## src/rtl/rxq_pkg.sv

```systemverilog
package rxq_pkg;

    localparam int unsigned RXQ_DATA_W = 8;

    // One received character with its status flags
    typedef struct packed {
        logic                  brk;
        logic                  pe;
        logic                  fe;
        logic [RXQ_DATA_W-1:0] data;
    } rxq_char_t;

    typedef struct packed {
        logic brk;
        logic pe;
        logic fe;
    } rxq_flags_t;

    function automatic rxq_flags_t rxq_flags_of(input rxq_char_t c);
        rxq_flags_t f;
        f.brk = c.brk;
        f.pe  = c.pe;
        f.fe  = c.fe;
        return f;
    endfunction

endpackage

```

## src/rtl/rxq_store.sv

```systemverilog
module rxq_store
    import rxq_pkg::*;
#(
    parameter int unsigned DEPTH = 3
) (
    input  logic       clk,
    input  logic       rst_n,
    input  logic       push_i,
    input  rxq_char_t  push_c_i,
    input  logic       pop_i,
    input  logic       clr_err_i,
    output rxq_char_t  head_c_o,
    output logic       ready_o,
    output logic       full_o,
    output logic       ovr_o,
    output logic       arrive_o,
    output rxq_flags_t arrive_f_o
);

    localparam int unsigned PTR_W = (DEPTH > 1) ? $clog2(DEPTH) : 1;
    localparam int unsigned CNT_W = $clog2(DEPTH + 1);
    localparam logic [CNT_W-1:0] DEPTH_C = CNT_W'(DEPTH);
    localparam logic [PTR_W-1:0] LAST_P  = PTR_W'(DEPTH - 1);

    typedef struct packed {
        logic [PTR_W-1:0] rd;
        logic [PTR_W-1:0] wr;
        logic [CNT_W-1:0] cnt;
        rxq_char_t        hold;
        logic             hold_v;
        logic             ovr;
    } st_t;

    st_t       s_d, s_q;
    rxq_char_t mem_d [DEPTH];
    rxq_char_t mem_q [DEPTH];

    function automatic logic [PTR_W-1:0] ptr_inc(input logic [PTR_W-1:0] p);
        return (p == LAST_P) ? '0 : p + 1'b1;
    endfunction

    logic             do_pop;
    logic             enq;
    logic             push_take;
    rxq_char_t        enq_c;
    logic [CNT_W-1:0] lvl;

    always_comb begin
        s_d        = s_q;
        mem_d      = mem_q;
        do_pop     = pop_i && (s_q.cnt != '0);
        enq        = 1'b0;
        push_take  = 1'b0;
        enq_c      = '0;
        arrive_o   = 1'b0;
        arrive_f_o = '0;
        lvl        = s_q.cnt - CNT_W'(do_pop);

        if (do_pop) begin
            s_d.rd = ptr_inc(s_q.rd);
        end
        if (clr_err_i) begin
            s_d.ovr = 1'b0;
        end

        // the held character is older than any new completion
        if (s_q.hold_v && (lvl < DEPTH_C)) begin
            enq        = 1'b1;
            enq_c      = s_q.hold;
            s_d.hold_v = 1'b0;
        end else if (push_i && (lvl < DEPTH_C)) begin
            enq       = 1'b1;
            push_take = 1'b1;
            enq_c     = push_c_i;
        end

        if (enq) begin
            mem_d[s_q.wr] = enq_c;
            s_d.wr        = ptr_inc(s_q.wr);
        end

        if (push_i && !push_take) begin
            s_d.ovr    = 1'b1;
            s_d.hold   = push_c_i;
            s_d.hold_v = 1'b1;
        end

        s_d.cnt = lvl + CNT_W'(enq);

        if (do_pop && (s_q.cnt > CNT_W'(1))) begin
            arrive_o   = 1'b1;
            arrive_f_o = rxq_flags_of(mem_q[ptr_inc(s_q.rd)]);
        end else if (enq && (lvl == '0)) begin
            arrive_o   = 1'b1;
            arrive_f_o = rxq_flags_of(enq_c);
        end
    end

    always_ff @(posedge clk or negedge rst_n) begin
        if (!rst_n) begin
            s_q <= '0;
            for (int i = 0; i < DEPTH; i++) begin
                mem_q[i] <= '0;
            end
        end else begin
            s_q   <= s_d;
            mem_q <= mem_d;
        end
    end

    assign ready_o  = (s_q.cnt != '0);
    assign full_o   = (s_q.cnt == DEPTH_C);
    assign ovr_o    = s_q.ovr;
    assign head_c_o = ready_o ? mem_q[s_q.rd] : '0;

endmodule

```

## src/rtl/rxq_errmode.sv

```systemverilog
module rxq_errmode
    import rxq_pkg::*;
(
    input  logic       clk,
    input  logic       rst_n,
    input  logic       block_i,
    input  logic       clr_err_i,
    input  logic       arrive_i,
    input  rxq_flags_t arrive_f_i,
    input  rxq_flags_t head_f_i,
    output rxq_flags_t flags_o
);

    rxq_flags_t acc_d, acc_q;

    always_comb begin
        acc_d = clr_err_i ? '0 : acc_q;
        if (arrive_i) begin
            acc_d = acc_d | arrive_f_i;
        end
    end

    always_ff @(posedge clk or negedge rst_n) begin
        if (!rst_n) begin
            acc_q <= '0;
        end else begin
            acc_q <= acc_d;
        end
    end

    assign flags_o = block_i ? acc_q : head_f_i;

endmodule

```

## src/rtl/rxq_rts.sv

```systemverilog
module rxq_rts (
    input  logic clk,
    input  logic rst_n,
    input  logic auto_i,
    input  logic start_i,
    input  logic full_i,
    input  logic on_i,
    input  logic off_i,
    output logic rts_o
);

    typedef struct packed {
        logic rts;
        logic dropped;
    } rts_st_t;

    rts_st_t r_d, r_q;

    always_comb begin
        r_d = r_q;
        if (!auto_i) begin
            r_d.dropped = 1'b0;
        end else if (start_i && full_i && r_q.rts) begin
            r_d.rts     = 1'b0;
            r_d.dropped = 1'b1;
        end else if (r_q.dropped && !full_i) begin
            r_d.rts     = 1'b1;
            r_d.dropped = 1'b0;
        end
        if (on_i) begin
            r_d.rts     = 1'b1;
            r_d.dropped = 1'b0;
        end
        if (off_i) begin
            r_d.rts     = 1'b0;
            r_d.dropped = 1'b0;
        end
    end

    always_ff @(posedge clk or negedge rst_n) begin
        if (!rst_n) begin
            r_q <= '0;
        end else begin
            r_q <= r_d;
        end
    end

    assign rts_o = r_q.rts;

endmodule

```

## src/rtl/rx_hold_fifo.sv

```systemverilog
module rx_hold_fifo
    import rxq_pkg::*;
#(
    parameter int unsigned DEPTH = 3
) (
    input  logic                  clk,
    input  logic                  rst_n,
    input  logic                  rx_push_i,
    input  logic [RXQ_DATA_W-1:0] rx_data_i,
    input  logic                  rx_fe_i,
    input  logic                  rx_pe_i,
    input  logic                  rx_brk_i,
    input  logic                  rx_start_i,
    input  logic                  cpu_pop_i,
    input  logic                  cmd_clr_err_i,
    input  logic                  cmd_rts_on_i,
    input  logic                  cmd_rts_off_i,
    input  logic                  mode_block_i,
    input  logic                  mode_auto_rts_i,
    input  logic                  mode_irq_full_i,
    output logic [RXQ_DATA_W-1:0] head_data_o,
    output logic                  stat_fe_o,
    output logic                  stat_pe_o,
    output logic                  stat_brk_o,
    output logic                  overrun_o,
    output logic                  ready_o,
    output logic                  full_o,
    output logic                  irq_o,
    output logic                  rts_o
);

    rxq_char_t  push_c;
    rxq_char_t  head_c;
    rxq_flags_t arrive_f;
    rxq_flags_t rep_f;
    logic       arrive;

    always_comb begin
        push_c.data = rx_data_i;
        push_c.fe   = rx_fe_i;
        push_c.pe   = rx_pe_i;
        push_c.brk  = rx_brk_i;
    end

    rxq_store #(.DEPTH(DEPTH)) u_store (
        .clk        (clk),
        .rst_n      (rst_n),
        .push_i     (rx_push_i),
        .push_c_i   (push_c),
        .pop_i      (cpu_pop_i),
        .clr_err_i  (cmd_clr_err_i),
        .head_c_o   (head_c),
        .ready_o    (ready_o),
        .full_o     (full_o),
        .ovr_o      (overrun_o),
        .arrive_o   (arrive),
        .arrive_f_o (arrive_f)
    );

    rxq_errmode u_errmode (
        .clk        (clk),
        .rst_n      (rst_n),
        .block_i    (mode_block_i),
        .clr_err_i  (cmd_clr_err_i),
        .arrive_i   (arrive),
        .arrive_f_i (arrive_f),
        .head_f_i   (rxq_flags_of(head_c)),
        .flags_o    (rep_f)
    );

    rxq_rts u_rts (
        .clk     (clk),
        .rst_n   (rst_n),
        .auto_i  (mode_auto_rts_i),
        .start_i (rx_start_i),
        .full_i  (full_o),
        .on_i    (cmd_rts_on_i),
        .off_i   (cmd_rts_off_i),
        .rts_o   (rts_o)
    );

    assign head_data_o = head_c.data;
    assign stat_fe_o   = rep_f.fe;
    assign stat_pe_o   = rep_f.pe;
    assign stat_brk_o  = rep_f.brk;
    assign irq_o       = mode_irq_full_i ? full_o : ready_o;

endmodule

```

## config.mk

```make
export PLATFORM = sky130hd
export DESIGN_NAME = rx_hold_fifo
export DESIGN_NICKNAME = d
export VERILOG_FILES = /design/src/rtl/rxq_pkg.sv /design/src/rtl/rxq_store.sv /design/src/rtl/rxq_errmode.sv /design/src/rtl/rxq_rts.sv /design/src/rtl/rx_hold_fifo.sv
export SDC_FILE = /design/constraint.sdc
export NUM_CORES = 1
export LEC_CHECK = 0
export BUFFER_PORTS_ARGS = -buffer_cell sky130_fd_sc_hd__clkbuf_2
export CAP_MARGIN = 20
export CORE_MARGIN = 3
export CORE_UTILIZATION = 50
export DETAILED_ROUTE_END_ITERATION = 16
export PLACE_DENSITY = 0.81
export SYNTH_ARGS = -nofsm -noshare
export SYNTH_HDL_FRONTEND = slang
export SYNTH_SLANG_ARGS = --single-unit
export TNS_END_PERCENT = 1
```

## constraint.sdc

```tcl
create_clock -name clk -period 8.07 [get_ports clk]
set_clock_uncertainty 0.05 [all_clocks]
set_input_delay 1.614 -clock clk [delete_from_list [all_inputs] [get_ports clk]]
set_output_delay 1.614 -clock clk [all_outputs]
set_load 0.01 [all_outputs]
```

==> results of run 1 <==
how the worst max path moves through the flow:
stage,from,to,slack (ps),cells after the start
detailed placement,cpu_pop_i,u_store.mem_q[19],3840,7
global route,u_store.s_q[18],head_data_o[1],3770,4
global placement,cpu_pop_i,u_store.mem_q[17],3900,7
CTS,u_store.s_q[18],stat_fe_o,3940,4
finish,u_store.s_q[18],head_data_o[1],3900,4
floorplan,mode_irq_full_i,irq_o,4380,2
report_power, final:
group | internal [mW] | total [mW] | switching, mW
combinational | 0.377 | 0.726 | 0.349
clock | 0.168 | 0.280 | 0.112
sequential | 0.431 | 0.570 | 0.139
total | 0.976 | 1.58 | 0.600
metal layers:
metal,track usage [%],vias up,share of wire (%)
met3,7.305,7,5.0
li1,-,1024,-
met4,5.263,0,1.1
met1,25.57,1072,45
met5,0,-,0
met2,32.83,50,49
sequential cells by signal, indices dropped and copies added, names as in the netlist:
name and count:
u_store.mem_q 33, u_store.s_q 18, u_rts.rts_o 1, u_store.ovr_o 1, u_errmode.acc_q 3, u_rts.r_q 1
cell type report:
cell class                 instances  area, um2
clock buffer                      14      172.7
clock inverter                     2      35.03
fill                             469       2228
inverter                          15      56.30
multi-input combinational        180       1466
sequential                        57       1426
tap                               72      90.09
timing repair buffer              39      200.2
cell families after synthesis:
kind of cell,share of synthesized area [%]
xor+xnor,1.115
buf+inv,4.542
flops,47.07
simple gates,8.877
fa+ha+maj,1.156
compound gates,14.66
mux,22.58
synth_stat cells (2+ instances only):
cell type	n	area share (%)
ha_1	2	0.83
xnor2_1	2	0.58
o2111ai_1	3	0.87
buf_2	2	0.33
nand2_1	24	3.0
o21ai_0	13	2.1
a2bb2oi_1	8	2.3
nor2_1	12	1.5
a21oi_1	6	0.99
mux2_4	9	4.5
buf_4	2	0.50
mux2i_1	11	3.6
dfrtp_1	57	47
buf_1	2	0.25
o211ai_1	11	2.7
mux2_2	39	14
clkbuf_1	10	1.2
o2bb2ai_1	3	0.87
nor2b_1	12	2.5
a22o_1	3	0.87
o221ai_1	4	1.2
nor3_1	2	0.33
nand2b_1	3	0.62
inv_1	15	1.9
==> qor.yml, run 1 <==
grt_setup_unrepaired: "no"
num_rows: 27
cp_max_fo: 20
slew_viol_final: 0
worstSkewPairLatency_ps: 350
hold_violations: 0
hold_path_end: "u_store.mem_q[23]"
final_cell_mix: "dfrtp_1, mux2_2, clkbuf_2"
critPathRequiredTime_ps: 6410
fin_ws_ps: 3905
h-tree-depth: 3
ys_ff_latch: 57
overflow: 0
fp.dieW_um: 83.85
worstSetupPathType: "flop to output port"
vdd_drop_max_v: 0.0002847
outcome: "finished clean"
slowest_delay_ps: 930
ctsHoldBuffers: 0
firstDrtPassIters: 4
area_growth_pct: 13.75
pwr_density_cell_nw_per_um2: 457.3
syn_nets: 293
synth_cell_type_count: 38
async_flop_share_pct: 100.0
synth_edf_count: 0
die_y_um: 83.85
ctsResizeCount: 0
final_area_um2: 3447
worst_pin_slew_ps: 993.7
rrSetupSlack_ps: 4790
cts_tree: "yes"
min_period_ps: 4165
die-area_um2: 7031
crit_chain: "nor2b_1 > a2bb2oi_1 > nor2_1 > clkbuf_2"
yosysWarnings: 0
finalSetupViolCount: 0
place_hpwl_mm: 4.274
io_buffers: 37
min_from: "u_store.mem_q[23]"
cts_buffer_depth: 2
syn_inst: 269
p_leak_nw: 1.558
core_um2: 5675
critPathTopFamily: "simple AND/OR/NAND/NOR gates"
critPathCaptureType: "output port"
maxCapViolCount: 0
ios: 38
layout-drive-gt1-share_pct: 34.53
r2r_cells: 6
pre_cts_ws_ps: 3844
grtUsageTotal_pct: 20.19
hold_slack_ps: 463.8
crit_buf_inv: 1
max_freq_ghz: 0.2401
via_count: 2153
gp_congestion: 0.7865
power.total_mw: 1.576
instances_no_fill: 379
post-cts-setup-buffer-count: 0
start_util_pct: 53.40
drtIter0Drc: 114
fin_crit_sh_pct: 51.61
utilization_pct: 60.74
layout_commonest_cell: "dfrtp_1"
r2r_start: "u_store.s_q[14]"
hp-class: "flop to flop"
startpoint_type: "flop"
ys_seq_area_share_pct: 47.07
drt-total-wl_mm: 6.405
crit_slowest_cell: "nor2b_1"
grt_max_degree: 58
r2r_end: "u_store.mem_q[19]"
syn_area_per_cell_um2: 11.27
tns_ps: 0
grt_pass1_wl_mm: 11.11
grt_pass1_vias: 2229
path_clk_slew_ps: 60
ant_nets: 0
synth_area_um2: 3030
diodes: 0
synth_flop_cell: "dfrtp_1"
antenna_found_initial: 0
vias_per_cell: 5.681
arrival_ps: 2500
drc_errors: 0
dpl_cell_area_um2: 3239
cts-buffers-inserted: 9
nets: 326
worstHoldPathCells: 1
cts_sinks: 57
dp.cells: 363
slew_headroom_pct: 33.62
wire_per_inst_um: 16.90
cts_root_buf: "clkbuf_8"
Note: power is estimated with default switching activity, not from simulation.
==> inputs of run 2 (changes only) <==
--- a/config.mk
+++ b/config.mk
@@ -5,12 +5,13 @@
 export SDC_FILE = /design/constraint.sdc
 export NUM_CORES = 1
 export LEC_CHECK = 0
+export ABC_AREA = 1
 export BUFFER_PORTS_ARGS = -buffer_cell sky130_fd_sc_hd__clkbuf_2
 export CAP_MARGIN = 20
 export CORE_MARGIN = 3
 export CORE_UTILIZATION = 50
 export DETAILED_ROUTE_END_ITERATION = 16
-export PLACE_DENSITY = 0.81
+export PLACE_DENSITY = 0.84
 export SYNTH_ARGS = -nofsm -noshare
 export SYNTH_HDL_FRONTEND = slang
 export SYNTH_SLANG_ARGS = --single-unit
==> constraint.sdc (replaced) <==
create_clock -name clk -period 3.6 [get_ports clk]
set_clock_uncertainty 0.05 [all_clocks]
set_input_delay 0.72 -clock clk [delete_from_list [all_inputs] [get_ports clk]]
set_output_delay 0.72 -clock clk [all_outputs]
set_load 0.01 [all_outputs]
==> run 2 against run 1 <==
Effect of this change: core utilization is 1.0 points lower; routed wire length grew 8.1%; die area decreased by 3.1%; area after synthesis fell by 3.4%; cell count up 35%; critical path type unchanged; highest routed layer unchanged.
==> qor.yml, run 2 <==
tns_ps: 0  # unchanged
place_hpwl_mm: 4.803  # +12%
ys_ff_latch: 57  # unchanged
regMostFlops: "u_store.mem_q"
fp.dieW_um: 82.52  # -1.6%
grt_setup_unrepaired: "no"
num_rows: 27  # unchanged
synth_edf_count: 0  # unchanged
slowest_delay_ps: 680  # -250 ps
outcome: "finished clean"
cts_buffer_depth: 2  # unchanged
arrival_ps: 2180  # -320 ps
grtUsageTotal_pct: 23.02  # +2.8 points
worst_pin_slew_ps: 875.3  # -118.4 ps
grt_pass1_vias: 2525  # +13%
hp-class: "input pin to asynchronous set/reset pin"
multi_input_area_um2: 1287  # -12%
synth_common_cells: "nand2_1, dfrtp_1, nand3_1"
yosysMostFrequentCell: "nand2_1"
critPathRequiredTime_ps: 2830  # -3580 ps
ctsHoldBuffers: 0  # unchanged
layout-drive-gt1-share_pct: 15.30  # -19 points
worstSkewPairLatency_ps: 340  # about the same
max_freq_ghz: 0.3394
largest_register_ffs: 33  # unchanged
yosysTopAreaCell: "dfrtp_1"
cp_common_cell: "nand2_1"
syn_area_per_cell_um2: 7.338  # -35%
via_count: 2703  # +26%
area_growth_pct: 13.68  # about the same
drc_errors: 0  # unchanged
crit_slowest_cell: "nor2_1"
final_cell_mix: "nand2_1, dfrtp_1, nand3_1"
layout_commonest_cell: "nand2_1"
io_buffers: 37  # unchanged
worstSetupPathType: "flop to output port"
die-area_um2: 6810  # -3.1%
finalSetupViolCount: 0  # unchanged
hold_violations: 0  # unchanged
grt_pass1_wl_mm: 11.76  # +5.8%
maxCapViolCount: 0  # unchanged
ios: 38  # unchanged
p_leak_nw: 1.913  # +23%
start_util_pct: 52.53  # -0.87 points
ant_nets: 0  # unchanged
ctsResizeCount: 0  # unchanged
fin_ws_ps: 653.7  # -3251 ps
vias_per_cell: 5.300  # -6.7%
crit_chain: "inv_1 > nor2_1 > nand2_1 > nand3_1 > nand2_1 > o21ai_0 > clkbuf_2"
async_flop_share_pct: 100.0  # unchanged
path_clk_slew_ps: 60  # about the same
synth_cell_type_count: 21  # -45%
die_y_um: 82.52  # -1.6%
min_period_ps: 2946
cts-buffers-inserted: 9  # unchanged
largestRegisters: "u_store.mem_q (33), u_store.s_q (18), u_errmode.acc_q (3)"
power.total_mw: 2.936  # +86%
h-tree-depth: 3  # unchanged
pre_cts_ws_ps: 878.8  # -2965 ps
slew_viol_final: 0  # unchanged
synth_area_um2: 2928  # -3.4%
cts_sinks: 57  # unchanged
cts_root_buf: "clkbuf_8"
ys_seq_area_share_pct: 48.72  # +1.6 points
gp_congestion: 0.7835  # -0.38%
core_um2: 5574  # -1.8%
pwr_density_cell_nw_per_um2: 882.1  # +93%
synth_top_area_share_pct: 48.72  # +1.6 points
cts_tree: "yes"
critPathCaptureType: "output port"
syn_nets: 423  # +44%
yosysWarnings: 0  # unchanged
diodes: 0  # unchanged
layout.area.seq_um2: 1426  # unchanged
synth_area_leaders: "dfrtp_1, nand2_1, nand3_1, inv_1, o21ai_0"
startpoint_type: "flop"
cp_max_fo: 11  # -45%
drt-total-wl_mm: 6.925  # +8.1%
nets: 457  # +40%
wire_per_inst_um: 13.58  # -20%
fin_crit_sh_pct: 81.84
firstDrtPassIters: 5  # +1
overflow: 0  # unchanged
grt_max_degree: 31  # -47%
drtIter0Drc: 311  # +170%
vdd_drop_max_v: 0.0005144  # +81%
syn_inst: 399  # +48%
synth_flop_cell: "dfrtp_1"
antenna_found_initial: 0  # unchanged
nFillCells: 514  # +9.6%
slew_headroom_pct: 41.43  # +7.8 points
post-cts-setup-buffer-count: 0  # unchanged
[run 2: cell count changes after synthesis, moves of 7 or more]
cell,before,now
o211ai_1,11,0
buf_2,2,9
mux2_2,39,0
mux2i_1,11,0
nand2_1,24,202
clkbuf_1,10,2
nand3_1,0,51
nor2b_1,12,0
mux2_4,9,0
a2bb2oi_1,8,0
inv_1,15,26
[run 2: cell families (layout without fill, tap and decap cells)]
group	after synthesis	count (layout)	synth area share, %
AOI/OAI and AO/OA	17	17	2.906
adders and majority gates	2	2	0.8546
xor gates and xnor gates	1	1	0.2992
and+or+nand+nor	277	277	39.91
buffers and inverters	45	84	7.308
DFF	57	57	48.72
[run 2: area by class of cell]
cell class,instances,share of cell area (%)
inverters,28,3.158
flip-flops and latches,57,42.86
repair buffers,40,6.241
multi-input cells,297,38.68
clock buffers,15,6.203
well taps,72,2.707
clock inverters,1,0.1504
[run 2: final timing paths]
kind	from	to	slack [ps]	cells after the start
max	u_store.s_q[18]	stat_pe_o	650	7
min	rst_n	u_store.s_q[5]	390	1
max reg2reg	u_store.s_q[14]	u_store.mem_q[29]	880	10
min reg2reg	u_store.s_q[11]	u_store.s_q[11]	420	2
max in group asynchronous	rst_n	u_rts.r_q[0]	2250	2
min in group clk	u_store.s_q[11]	u_store.s_q[11]	420	2
[run 2: per-stage QoR]
stage	cells	util [%]	hold slack (ps)	instance area (um2)
after detailed placement	494	55.91	409.1	3117
after global routing	510	59.71	427.2	3328
after floorplan	399	-	374.4	2928
final	510	59.71	394.0	3328
after global placement	494	55.91	404.3	3117
after CTS	510	59.71	394.3	3328
[run 2: routing by layer]
metal,global-route usage [%],share of wire [%]
met1,32.54,45
met2,35.18,48
met3,5.748,6.4
met4,6.699,0.97
met5,0,0
[run 2: power by group]
group / leakage [nW] / switching, mW / internal, mW
logic: 1.06 / 0.879 / 0.396
registers: 0.736 / 0.172 / 0.880
clock network: 0.112 / 0.247 / 0.362
total: 1.91 / 1.30 / 1.64
[run 2: worst max-delay path: cells and delay by family (launching register included)]
| family | cells | cell delay [ps] |
|---|---|---|
| compound gates | 1 | 100 |
| buf+inv | 2 | 310 |
| flops | 1 | 430 |
| simple gates | 4 | 990 |
==> inputs of run 3 (changes only) <==
--- a/config.mk
+++ b/config.mk
@@ -11,7 +11,7 @@
 export CORE_MARGIN = 3
 export CORE_UTILIZATION = 50
 export DETAILED_ROUTE_END_ITERATION = 16
-export PLACE_DENSITY = 0.84
+export PLACE_DENSITY = 0.82
 export SYNTH_ARGS = -nofsm -noshare
 export SYNTH_HDL_FRONTEND = slang
 export SYNTH_SLANG_ARGS = --single-unit
==> constraint.sdc (replaced) <==
create_clock -name clk -period 2.9 [get_ports clk]
set_clock_uncertainty 0.05 [all_clocks]
set_input_delay 0.58 -clock clk [delete_from_list [all_inputs] [get_ports clk]]
set_output_delay 0.58 -clock clk [all_outputs]
set_load 0.01 [all_outputs]
==> run 3 against run 2 <==
Effect of this change: clock power is 6.6% higher; hold slack worse by 220 ps; power is 21% higher; critical path depth is 1 higher; sequential power is 25% higher; combinational power is 26% higher; sequential cell count stayed put; worst setup slack worse by 330 ps; sequential share of layout area is 0.19 points higher; cell count is 0.59% higher; core utilization is 0.27 points lower; count of clock-buffer cells in the layout is 2 lower; critical path type unchanged; largest power group unchanged; highest routed layer unchanged.
==> qor.yml, run 3 (synthesis gave the netlist of run 2 again) <==
via_count: 2590  # -4.2%
grt_pass1_vias: 2500  # -0.99%
ant_nets: 0  # unchanged
critPathRequiredTime_ps: 2270  # -560 ps
drtIter0Drc: 197  # -37%
p_seq_share_pct: 36.8  # +1.0 points
p_sw_share_pct: 45.07  # +0.83 points
drt-total-wl_mm: 6.819  # -1.5%
grtUsageTotal_pct: 22.88  # -0.14 points
max_freq_ghz: 0.3880
route.met3.wl_um: 407  # -7.5%
wl_met1_mm: 2.977  # -4.1%
p_leak_nw: 1.909  # -0.21%
worst_pin_slew_ps: 612.1  # -263.2 ps
diodes: 0  # unchanged
ctsHoldBuffers: 0  # unchanged
cts_tree: "yes"
worstSetupPathType: "flop to output port"
fin_crit_sh_pct: 88.88
die-area_um2: 6810  # unchanged
antenna_found_initial: 0  # unchanged
dpl_cell_area_um2: 3139  # +0.72%
met2WireLength_mm: 3.297  # -0.48%
power.total_mw: 3.551  # +21%
layout-drive-gt1-share_pct: 15.42  # +0.12 points
min_period_ps: 2578
io_buffers: 37  # unchanged
p_int_mw: 1.951  # +19%
grt_pass1_wl_mm: 11.70  # -0.47%
cts_buffer_depth: 2  # unchanged
p_comb_share_pct: 44.9  # +1.5 points
startpoint_type: "flop"
largest_register_ffs: 33  # unchanged
p_clk_share_pct: 18.3  # -2.4 points
pwr_density_cell_nw_per_um2: 1072  # +22%
cts_sinks: 57  # unchanged
crit_chain: "inv_1 > nor2_1 > buf_4 > nand2_1 > nand3_1 > nand2_1 > o21ai_0 > clkbuf_2"
post-cts-setup-buffer-count: 0  # unchanged
path_clk_slew_ps: 60  # about the same
gp_congestion: 0.8265  # +5.5%
worstSkewPairLatency_ps: 340  # about the same
outcome: "finished clean"
cts-buffers-inserted: 9  # unchanged
regMostFlops: "u_store.mem_q"
fp.dieW_um: 82.52  # unchanged
tns_ps: 0  # unchanged
overflow: 0  # unchanged
firstDrtPassIters: 4  # -1
grt_max_degree: 28  # -9.7%
cts_root_buf: "clkbuf_8"
place_hpwl_mm: 4.802  # about the same
num_rows: 27  # unchanged
hold_violations: 0  # unchanged
top_layer: "met4"
die_y_um: 82.52  # unchanged
finalSetupViolCount: 0  # unchanged
ios: 38  # unchanged
nets: 460  # +0.66%
slew_viol_final: 0  # unchanged
maxCapViolCount: 0  # unchanged
start_util_pct: 52.53  # unchanged
area_growth_pct: 13.16
cp-startpoint: "u_store.s_q[18]"
largestRegisters: "u_store.mem_q (33), u_store.s_q (18), u_errmode.acc_q (3)"
p_switching_mw: 1.601  # +23%
core_um2: 5574  # unchanged
r2r_start: "u_store.s_q[14]"
vdd_drop_max_v: 0.0006438  # +25%
wire_per_inst_um: 13.29  # -2.1%
final_cell_mix: "nand2_1, dfrtp_1, nand3_1"
ctsResizeCount: 0  # unchanged
hp-class: "input pin to asynchronous set/reset pin"
final_area_um2: 3313  # -0.45%
h-tree-depth: 3  # unchanged
critPathCaptureType: "output port"
rrSetupSlack_ps: 460  # -420 ps
fin_ws_ps: 322.5  # -331.3 ps
drc_errors: 0  # unchanged
grt_setup_unrepaired: "no"
pre_cts_ws_ps: 398.3  # -480.5 ps
slew_headroom_pct: 59.07  # +18 points
cp_common_cell: "nand2_1"
layout_commonest_cell: "nand2_1"
cp_max_fo: 6  # -5
slowest_delay_ps: 450  # -230 ps
vias_per_cell: 5.049  # -4.7%
arrival_ps: 1950  # -230 ps
crit_slowest_cell: "dfrtp_1"
-- run 3: worst paths after layout --
path / end / depth (start not counted)
hold reg to reg: u_store.s_q[9] / 2
setup reg to reg: u_store.mem_q[18] / 10
max in group asynchronous: u_store.mem_q[32] / 2
setup / recovery: stat_pe_o / 8
hold / removal: u_store.s_q[4] / 1
min in group clk: u_rts.rts_o / 2
-- run 3: per-stage QoR --
stage	utilization, %	hold WS, ps	cells
2_1_floorplan	-	234.4	399
3_3_place_gp	56.32	404.3	497
4_1_cts	59.44	175.7	513
6_report	59.44	169.1	513
5_1_grt	59.44	201.8	513
3_5_place_dp	56.32	408.6	497
-- run 3: layout make-up --
type	instances	area [um2]
clock buffers	13	158.9
clock inverters	3	15.01
fillers	522	2261
inverters	28	105.1
multi-input cells	297	1287
flip-flops and latches	57	1426
well taps	72	90.09
repair buffers	43	230.2
-- run 3: critical path: cells and delay by family (launching register included) --
family / cells / cell delay (ps)
flip-flops: 1 / 450
AO/OA/AOI/OAI: 1 / 70
AND/OR/NAND/NOR: 4 / 560
buffers and inverters: 3 / 540
-- run 3: per-layer routing --
metal,vias to the layer above,global-route usage [%]
met4,0,10.78
met1,1190,29.67
met5,-,0
met2,73,37.74
met3,11,3.254
li1,1316,-
-- run 3: power groups by stage --
| stage | clock network [mW] | registers, mW | logic, mW |
|---|---|---|---|
| 3_3_place_gp | 0 | 1.30 | 1.54 |
| 4_1_cts | 0.664 | 1.30 | 1.60 |
| 6_report | 0.649 | 1.31 | 1.60 |
| 2_1_floorplan | 0 | 1.25 | 1.25 |
| 3_5_place_dp | 0 | 1.31 | 1.58 |
| 5_1_grt | 0.697 | 1.34 | 1.81 |
